`src/rtl/pse_cls_pkg.sv`:
```
`timescale 1ns/1ps
package pse_cls_pkg;

    typedef enum logic [1:0] {
        ST_CLASSIFY = 2'd0,
        ST_SETTLE   = 2'd1,
        ST_LATCHED  = 2'd2
    } fsm_t;

    // Active-high view of the four type flags, lowest power in bit 0.
    typedef struct packed {
        logic quad_hd;
        logic quad_t2;
        logic hd;
        logic t2;
    } flag_set_t;

endpackage

```
`src/rtl/pse_finger_cnt.sv`:
```
`timescale 1ns/1ps
module pse_finger_cnt #(
    parameter int MAX_FINGERS = 7,
    localparam int CW = $clog2(MAX_FINGERS + 1)
) (
    input  logic          clk,
    input  logic          rst_n,
    input  logic          clr,
    input  logic          enable,
    input  logic          cls_win,
    input  logic          mark_win,
    output logic [CW-1:0] count
);
    logic seen_cls;

    always_ff @(posedge clk or negedge rst_n) begin
        if (!rst_n) begin
            seen_cls <= 1'b0;
            count    <= '0;
        end else if (clr) begin
            seen_cls <= 1'b0;
            count    <= '0;
        end else if (enable) begin
            if (cls_win) begin
                seen_cls <= 1'b1;
            end else if (mark_win) begin
                seen_cls <= 1'b0;
                if (seen_cls && count != CW'(MAX_FINGERS))
                    count <= count + 1'b1;
            end
        end
    end
endmodule

```
`src/rtl/pse_settle_timer.sv`:
```
`timescale 1ns/1ps
module pse_settle_timer #(
    parameter int DELAY_CYC = 4_000_000,
    localparam int TW = $clog2(DELAY_CYC + 1)
) (
    input  logic clk,
    input  logic rst_n,
    input  logic run,
    output logic expire
);
    logic [TW-1:0] elapsed;

    assign expire = run && (elapsed == TW'(DELAY_CYC - 1));

    always_ff @(posedge clk or negedge rst_n) begin
        if (!rst_n)
            elapsed <= '0;
        else if (!run)
            elapsed <= '0;
        else if (!expire)
            elapsed <= elapsed + 1'b1;
    end
endmodule

```
`src/rtl/pse_flag_decode.sv`:
```
`timescale 1ns/1ps
module pse_flag_decode
    import pse_cls_pkg::*;
#(
    parameter int CW = 3
) (
    input  logic [CW-1:0] count,
    input  logic          sense_a,
    input  logic          sense_b,
    output flag_set_t     flags
);
    logic both_pairs;
    assign both_pairs = sense_a & sense_b;

    always_comb begin
        flags = '0;
        case (count)
            CW'(2): begin
                flags.t2      = 1'b1;
                flags.quad_t2 = both_pairs;
            end
            CW'(3): begin
                flags.t2      = 1'b1;
                flags.hd      = 1'b1;
                flags.quad_t2 = both_pairs;
            end
            CW'(4): begin
                flags.t2      = 1'b1;
                flags.hd      = 1'b1;
                flags.quad_t2 = 1'b1;
            end
            CW'(6): flags = '1;
            default: flags = '0;
        endcase
    end
endmodule

```
`src/rtl/pse_class_flags.sv`:
```
`timescale 1ns/1ps
module pse_class_flags
    import pse_cls_pkg::*;
#(
    parameter int DELAY_CYC   = 4_000_000,
    parameter int MAX_FINGERS = 7
) (
    input  logic clk,
    input  logic rst_n,
    input  logic cls_win,
    input  logic mark_win,
    input  logic port_lo,
    input  logic iso_off,
    input  logic ss_done,
    input  logic sense_a,
    input  logic sense_b,
    input  logic wa_en,
    output logic t2_n,
    output logic hd_n,
    output logic quad_t2_n,
    output logic quad_hd_n
);
    localparam int CW = $clog2(MAX_FINGERS + 1);

    fsm_t          state, state_nxt;
    logic [CW-1:0] finger_cnt;
    logic          timer_expire;
    logic          is_latched;
    flag_set_t     decoded, captured;

    pse_finger_cnt #(.MAX_FINGERS(MAX_FINGERS)) u_cnt (
        .clk      (clk),
        .rst_n    (rst_n),
        .clr      (port_lo),
        .enable   (state == ST_CLASSIFY),
        .cls_win  (cls_win),
        .mark_win (mark_win),
        .count    (finger_cnt)
    );

    pse_settle_timer #(.DELAY_CYC(DELAY_CYC)) u_tmr (
        .clk    (clk),
        .rst_n  (rst_n),
        .run    (state == ST_SETTLE),
        .expire (timer_expire)
    );

    pse_flag_decode #(.CW(CW)) u_dec (
        .count   (finger_cnt),
        .sense_a (sense_a),
        .sense_b (sense_b),
        .flags   (decoded)
    );

    // Next-state logic; port_lo and iso_off override every transition.
    always_comb begin
        state_nxt = state;
        unique case (state)
            ST_CLASSIFY: if (ss_done)      state_nxt = ST_SETTLE;
            ST_SETTLE:   if (timer_expire) state_nxt = ST_LATCHED;
            ST_LATCHED:  state_nxt = ST_LATCHED;
            default:     state_nxt = ST_CLASSIFY;
        endcase
        if (iso_off || port_lo)
            state_nxt = ST_CLASSIFY;
    end

    always_ff @(posedge clk or negedge rst_n) begin
        if (!rst_n)
            state <= ST_CLASSIFY;
        else
            state <= state_nxt;
    end

    // Decoded flags are frozen on the edge that enters LATCHED.
    always_ff @(posedge clk or negedge rst_n) begin
        if (!rst_n)
            captured <= '0;
        else if (state == ST_SETTLE && state_nxt == ST_LATCHED)
            captured <= decoded;
    end

    assign is_latched = (state == ST_LATCHED);

    // Output process: a 0 pulls the open-drain pin low.
    always_comb begin
        if (wa_en)
            {quad_hd_n, quad_t2_n, hd_n, t2_n} = 4'b0000;
        else if (is_latched)
            {quad_hd_n, quad_t2_n, hd_n, t2_n} = ~captured;
        else
            {quad_hd_n, quad_t2_n, hd_n, t2_n} = 4'b1111;
    end
endmodule

```
`config.mk`:
```
export PLATFORM = sky130hd
export DESIGN_NAME = pse_class_flags
export DESIGN_NICKNAME = d
export VERILOG_FILES = /design/src/rtl/pse_cls_pkg.sv /design/src/rtl/pse_finger_cnt.sv /design/src/rtl/pse_settle_timer.sv /design/src/rtl/pse_flag_decode.sv /design/src/rtl/pse_class_flags.sv
export SDC_FILE = /design/constraint.sdc
export NUM_CORES = 1
export LEC_CHECK = 0
export ABC_AREA = 1
export BUFFER_PORTS_ARGS = -buffer_cell sky130_fd_sc_hd__buf_2
export CAP_MARGIN = 20
export CORE_ASPECT_RATIO = 1.4
export CORE_UTILIZATION = 37
export DETAILED_ROUTE_END_ITERATION = 10
export GPL_TIMING_DRIVEN = 0
export RECOVER_POWER = 25
export SLEW_MARGIN = 0
export SYNTH_ARGS = -nofsm -noshare
export SYNTH_HDL_FRONTEND = slang
export SYNTH_SLANG_ARGS = --single-unit
```
`constraint.sdc`:
```
create_clock -name clk -period 1.59 [get_ports clk]
set_input_delay 0.159 -clock clk [delete_from_list [all_inputs] [get_ports clk]]
set_output_delay 0.159 -clock clk [all_outputs]
set_load 0.02 [all_outputs]
```
==> results of run 1 <==
## power breakdown
part	internal (mW)	switching [mW]	total [mW]	leakage, nW
Clock	0.352	0.310	0.661	0.0445
Combinational	0.0472	0.0877	0.135	0.593
Sequential	0.829	0.0156	0.845	0.431
## per-layer routing
layer  routed length, µm  vias up  global-route usage [%]
met3                  89       10                   2.679
met5                   0        -                       0
met4                 137        0                   8.889
met2                2105       21                   30.85
li1                    -      909                       -
met1                1865      762                   19.55
## worst min-delay path by stage
stage             from                            to  slack, ns  cells past startpoint
6_report       port_lo    u_cnt.seen_cls$_DFFE_PN0P_       0.09                      2
5_1_grt        port_lo    u_cnt.seen_cls$_DFFE_PN0P_        0.1                      2
4_1_cts        port_lo    u_cnt.seen_cls$_DFFE_PN0P_       0.09                      2
3_5_place_dp     rst_n  u_tmr.elapsed[3]$_DFFE_PN0P_       0.26                      1
3_3_place_gp     rst_n  u_tmr.elapsed[2]$_DFFE_PN0P_       0.26                      1
2_1_floorplan    rst_n       captured[0]$_DFFE_PN0P_      -0.14                      0
## registers in the layout (all words and copies together) (netlist names)
register and count:
captured 4, u_cnt.count 3, state 2, u_tmr.elapsed 22, u_cnt.seen_cls 1
## cells by family after synthesis
logic type               after synthesis  synth area share (%)
adder cells (fa/ha/maj)                6                 3.743
buffers and inverters                 43                 8.297
AO/OA/AOI/OAI                         27                 7.486
AND/OR/NAND/NOR                      162                 37.93
flip-flops                            32                 39.93
XOR/XNOR                               6                 2.620
## per-stage QoR
stage,hold slack (ns),util [%],instance area (µm²),instances
floorplan,-0.1366,-,2006,276
global placement,0.2629,41.43,2153,355
detailed placement,0.2622,41.43,2153,355
CTS,0.09251,43.45,2258,364
global route,0.09665,44.08,2291,365
finish,0.09379,44.08,2291,365
## layout by cell type, fill, tap and decap left out, types with 6 or more instances in the layout
| cell | count |
|---|---|
| a21oi_1 | 7 |
| buf_2 | 13 |
| clkbuf_8 | 6 |
| dfrtp_1 | 31 |
| inv_1 | 38 |
| nand2_1 | 73 |
| nand3_1 | 18 |
| nor2_1 | 44 |
| o21ai_0 | 12 |
## repair_timing
| action | 4_1_cts | 5_1_grt |
|---|---|---|
| hold buffers | 1 | 0 |
| resized for setup | 1 | 4 |
| setup buffers | 0 | 1 |
| endpoints found under the hold margin | 32 | 0 |
| endpoints found under the setup margin | 11 | 13 |
| pin swaps | 1 | 1 |
| gates cloned | 0 | 0 |
## final cells by class
cell class	count	area [µm²]	share of cell area, %
Clock inverter	1	7.507	0.3277
Buffer	2	12.51	0.5461
Clock buffer	7	86.33	3.768
Sequential cell	32	802.0	35.01
Inverter	41	153.9	6.718
Timing Repair Buffer	15	82.58	3.605
Tap cell	66	82.58	3.605
Multi-Input combinational cell	201	1064	46.42
## critical path, cell delays in order (launching register included)
cell	delay [ns]
dfrtp_1	0.42
ha_4	0.18
nand3_4	0.11
nor2_8	0.23
nand2_2	0.08
nor2_2	0.11
nand4_1	0.09
nand2_1	0.08
inv_1	0.03
==> flow_summary.ini, run 1 <==
[cts]
cts_tree = done
cts_root_buffer = clkbuf_8
insertion_delay_ns = 0.29
clkTransAtPathRegs_ns = 0.07
cts_sinks = 32
htreeDepth = 2
clk_path_buf_depth = 2
cts-buffers-inserted = 5

[detailed_routing]
drt-initial-drc-count = 55
num_vias = 1702
finalWirelength_mm = 4.197
ant_nets = 0
route.detailed.drc = 0
first_pass_iters = 4
viasPerCell = 4.663
wire_per_inst_um = 11.50

[power_and_ir_drop]
p_leak_nw = 1.068
power_density_nw_per_um2 = 716.3
ir_worst_vdd_uv = 531.8
p_total_mw = 1.641

[floorplanning]
rows = 31
core_um2 = 5197
start_util_pct = 38.59
fp.dieH_um = 89.12
dieWidth_um = 64.23
dieArea_um2 = 5723
ios = 14

[sta]
final.setup_skew_ns = 0.01017
timing.final.ws_setup_ns = 0.1447
slew_headroom_pct = 46.23
finalHoldViolations = 0
period_minus_slack_ns = 1.445
setup_viol = 0
post-route-period-util_pct = 90.90
fin_setup_tns_ns = 0
fmaxAchievable_mhz = 691.9
drv_slew = 0
worst_slew_pin_slew_ns = 0.8065
rsz0062_at_grt = false

[yosys]
yosys_most_used_dff = dfrtp_1
synth.area.top_cells = dfrtp_1 (40%), nand2_1 (14%), nor2_1 (8.2%)
synth_nets = 292
synth.largest_area_cell = dfrtp_1
ys_types = 31
synth.ff_latch_count = 32
synth_top_area_share_pct = 39.93
ys_seq_area_share_pct = 39.93
syn_area_per_cell_um2 = 7.267
synth_area_um2 = 2006
async_flop_share_pct = 100.0
yosysWarningCount = 0
synth_edf_count = 0
synth.most_common_cell = nand2_1
syn_inst = 276
netlist_top_cells_count = nand2_1 (73), nor2_1 (44), inv_1 (38)

[place]
place_hpwl_mm = 3.321
pre_cts_ws_ns = -0.06838
portBuffers = 13
gp_congestion = 0.8285

[critical_path]
path_max_fanout = 7
crit_path_end = captured[1]$_DFFE_PN0P_
setup.worst_path.class = reg2reg
rr_worst_depth = 8
startpoint = u_tmr.elapsed[1]$_DFFE_PN0P_
cp-end-kind = flip-flop
critPathRequiredTime_ns = 1.77
rrSetupSlack_ns = 0.14
worstPathArrival_ns = 1.63
startpoint_type = flip-flop
r2r-end = captured[1]$_DFFE_PN0P_
rr_startpoint = u_tmr.elapsed[1]$_DFFE_PN0P_

[cells_and_area]
drive_above_1_share_pct = 16.72
final_net_count = 314
diodes = 0
fillers = 561
area_delta_synth_final_pct = 14.22

[run]
maxCapViolCount = 0

[global_routing]
overflow = 0
grt_pass1_vias = 1673
grt_max_degree = 33
grt_antenna_before_repair = 0
track_usage_pct = 17.10
grt_first_pass_wirelength_mm = 7.396

[status]
status = finished, final reports clean

[min_path]
hp-class = in2reg
Power figures use the tool's default switching activity.
==> run 2, diff against run 1 <==
--- a/config.mk
+++ b/config.mk
@@ -13,6 +13,7 @@
 export DETAILED_ROUTE_END_ITERATION = 10
 export GPL_TIMING_DRIVEN = 0
 export RECOVER_POWER = 25
+export SETUP_SLACK_MARGIN = 0.15
 export SLEW_MARGIN = 0
 export SYNTH_ARGS = -nofsm -noshare
 export SYNTH_HDL_FRONTEND = slang
==> run 2 against run 1 <==
  * Non-clock buffer count increased by 13
  * Design area increased by 7.0%
  * First-iteration DRC count decreased by 11%
  * Clock power increased by 0.9%
  * Register-to-register slack about the same
  * Critical path type unchanged
  * Highest routed layer unchanged
  * Utilization increased by 3.1 points
  * Critical endpoint is now u_tmr.elapsed[4]$_DFFE_PN0P_
  * Worst setup slack got worse by 0.0019 ns
==> flow_summary.ini, run 2 (synthesized netlist as in run 1, its figures left out) <==
[detailed_routing]
viasPerCell = 4.799
drt-initial-drc-count = 49
wire_per_inst_um = 11.80
finalWirelength_mm = 4.459
ant_nets = 0
num_vias = 1814
first_pass_iters = 4
route.detailed.drc = 0

[floorplanning]
fp.dieH_um = 89.12
ios = 14
core_um2 = 5197
start_util_pct = 38.59
rows = 31
dieArea_um2 = 5723
dieWidth_um = 64.23

[power_and_ir_drop]
p_leak_nw = 1.143
ir_worst_vdd_uv = 560.7
power_density_nw_per_um2 = 676.6

[global_routing]
grt_util_met2_pct = 31.43
grt_util_met1_pct = 19.79
track_usage_pct = 17.35
busiest_layer = met2
grt_pass1_vias = 1693
grt_max_degree = 33
groute.layer.met3.usage_pct = 2.679
grt_antenna_before_repair = 0
overflow = 0
grt_first_pass_wirelength_mm = 7.493

[sta]
post-route-period-util_pct = 91.02
worst_slew_pin_slew_ns = 0.8248
timing.hold.ws_ns = 0.1068
drv_slew = 0
finalHoldViolations = 0
setup_viol = 0
period_minus_slack_ns = 1.447
fmaxAchievable_mhz = 691.0
rsz0062_at_grt = true
final.setup_skew_ns = 0.007640
slew_headroom_pct = 45.01

[place]
portBuffers = 13
place_inst = 355
gp_congestion = 0.8285
place_hpwl_mm = 3.321
dpl_cell_area_um2 = 2153

[critical_path]
path_max_fanout = 4
worstPathArrival_ns = 1.61
startpoint_type = flip-flop
critPathRequiredTime_ns = 1.75
setup.worst_path.class = reg2reg
cp-end-kind = flip-flop

[status]
status = finished, final reports clean

[min_path]
hp-class = in2reg

[cells_and_area]
area_delta_synth_final_pct = 22.27
final_net_count = 327
top_regs = u_tmr.elapsed x22, captured x4, u_cnt.count x3
stdcell_count = 378
post-route-util_pct = 47.18
diodes = 0
largest_reg_flops = 22
mostFrequentLayoutCells = nand2_1 (70), nor2_1 (42), inv_1 (35), dfrtp_1 (25), nand3_1 (17)
layout_commonest_cell = nand2_1
stdcell_area_um2 = 2452
fillers = 549
regMostFlops = u_tmr.elapsed
drive_above_1_share_pct = 25.96

[cts]
htreeDepth = 2
cts_root_buffer = clkbuf_8
insertion_delay_ns = 0.29
clkTransAtPathRegs_ns = 0.07
cts_tree = done
cts-buffers-inserted = 5
cts_sinks = 32
clk_path_buf_depth = 2

[run]
maxCapViolCount = 0
-- run 2: cell types whose count changed in the layout (fill, tap and decap cells not counted), moves of 2 or more --
cell,delta
buf_4,+12
dfrtp_1,-6
dfrtp_2,+6
inv_1,-3
inv_2,+3
nand2_1,-3
nand2_2,+2
nor2_1,-2
nor2_4,+2
o21ai_0,-2
-- run 2: worst paths after layout --
path | cells after the start | startpoint | slack (ns) | end
worst min register to register | 2 | captured[0]$_DFFE_PN0P_ | 0.49 | captured[0]$_DFFE_PN0P_
worst max register to register | 7 | u_tmr.elapsed[1]$_DFFE_PN0P_ | 0.14 | u_tmr.elapsed[4]$_DFFE_PN0P_
max in group asynchronous | 2 | rst_n | 0.51 | state[1]$_DFF_PN0_
worst max-delay path | 7 | u_tmr.elapsed[1]$_DFFE_PN0P_ | 0.14 | u_tmr.elapsed[4]$_DFFE_PN0P_
min in group asynchronous | 2 | rst_n | 0.50 | u_tmr.elapsed[21]$_DFFE_PN0P_
worst min-delay path | 2 | port_lo | 0.11 | u_cnt.seen_cls$_DFFE_PN0P_
-- run 2: layout make-up --
class | instances | area [µm²] | share of cell area, %
plain buffers | 2 | 12.51 | 0.5102
clock buffers | 7 | 86.33 | 3.520
clock inverters | 1 | 7.507 | 0.3061
inverters | 41 | 153.9 | 6.276
multi-input cells | 201 | 1116 | 45.51
flip-flops and latches | 32 | 809.5 | 33.01
well taps | 66 | 82.58 | 3.367
repair buffers | 28 | 183.9 | 7.500
-- run 2: through the flow --
stage	setup TNS, ns	power (mW)	worst slack (ns)
3_5_place_dp	-0.2115	0.9942	-0.06838
6_report	0	1.659	0.1428
3_3_place_gp	-0.1269	0.9908	-0.05459
2_1_floorplan	0	0.9381	0.1662
5_1_grt	0	1.738	0.07956
4_1_cts	0	1.664	0.1295
-- run 2: critical path, cell delays in order, from the launching register on --
cell	delay (ns)
dfrtp_2	0.45
ha_4	0.19
nand3_4	0.11
buf_4	0.12
inv_1	0.06
or2_2	0.28
nand2_1	0.06
a21oi_1	0.06
-- run 2: timing repair --
action	CTS	global route
setup endpoints to repair	22	24
resized for setup	5	25
endpoints found under the hold margin	32	0
hold buffers	1	0
setup buffers	3	11
pin swaps	1	8
-- run 2: power breakdown --
part,switching (mW),internal (mW),total (mW)
combinational,0.0936,0.0547,0.148
sequential,0.0152,0.829,0.844
clock,0.315,0.352,0.667
total,0.424,1.24,1.66
-- run 2: metal layers --
layer	wire length (µm)	share of wire (%)
met1	1932	43
met2	2296	51
met3	94	2.1
met4	136	3.1
met5	0	0
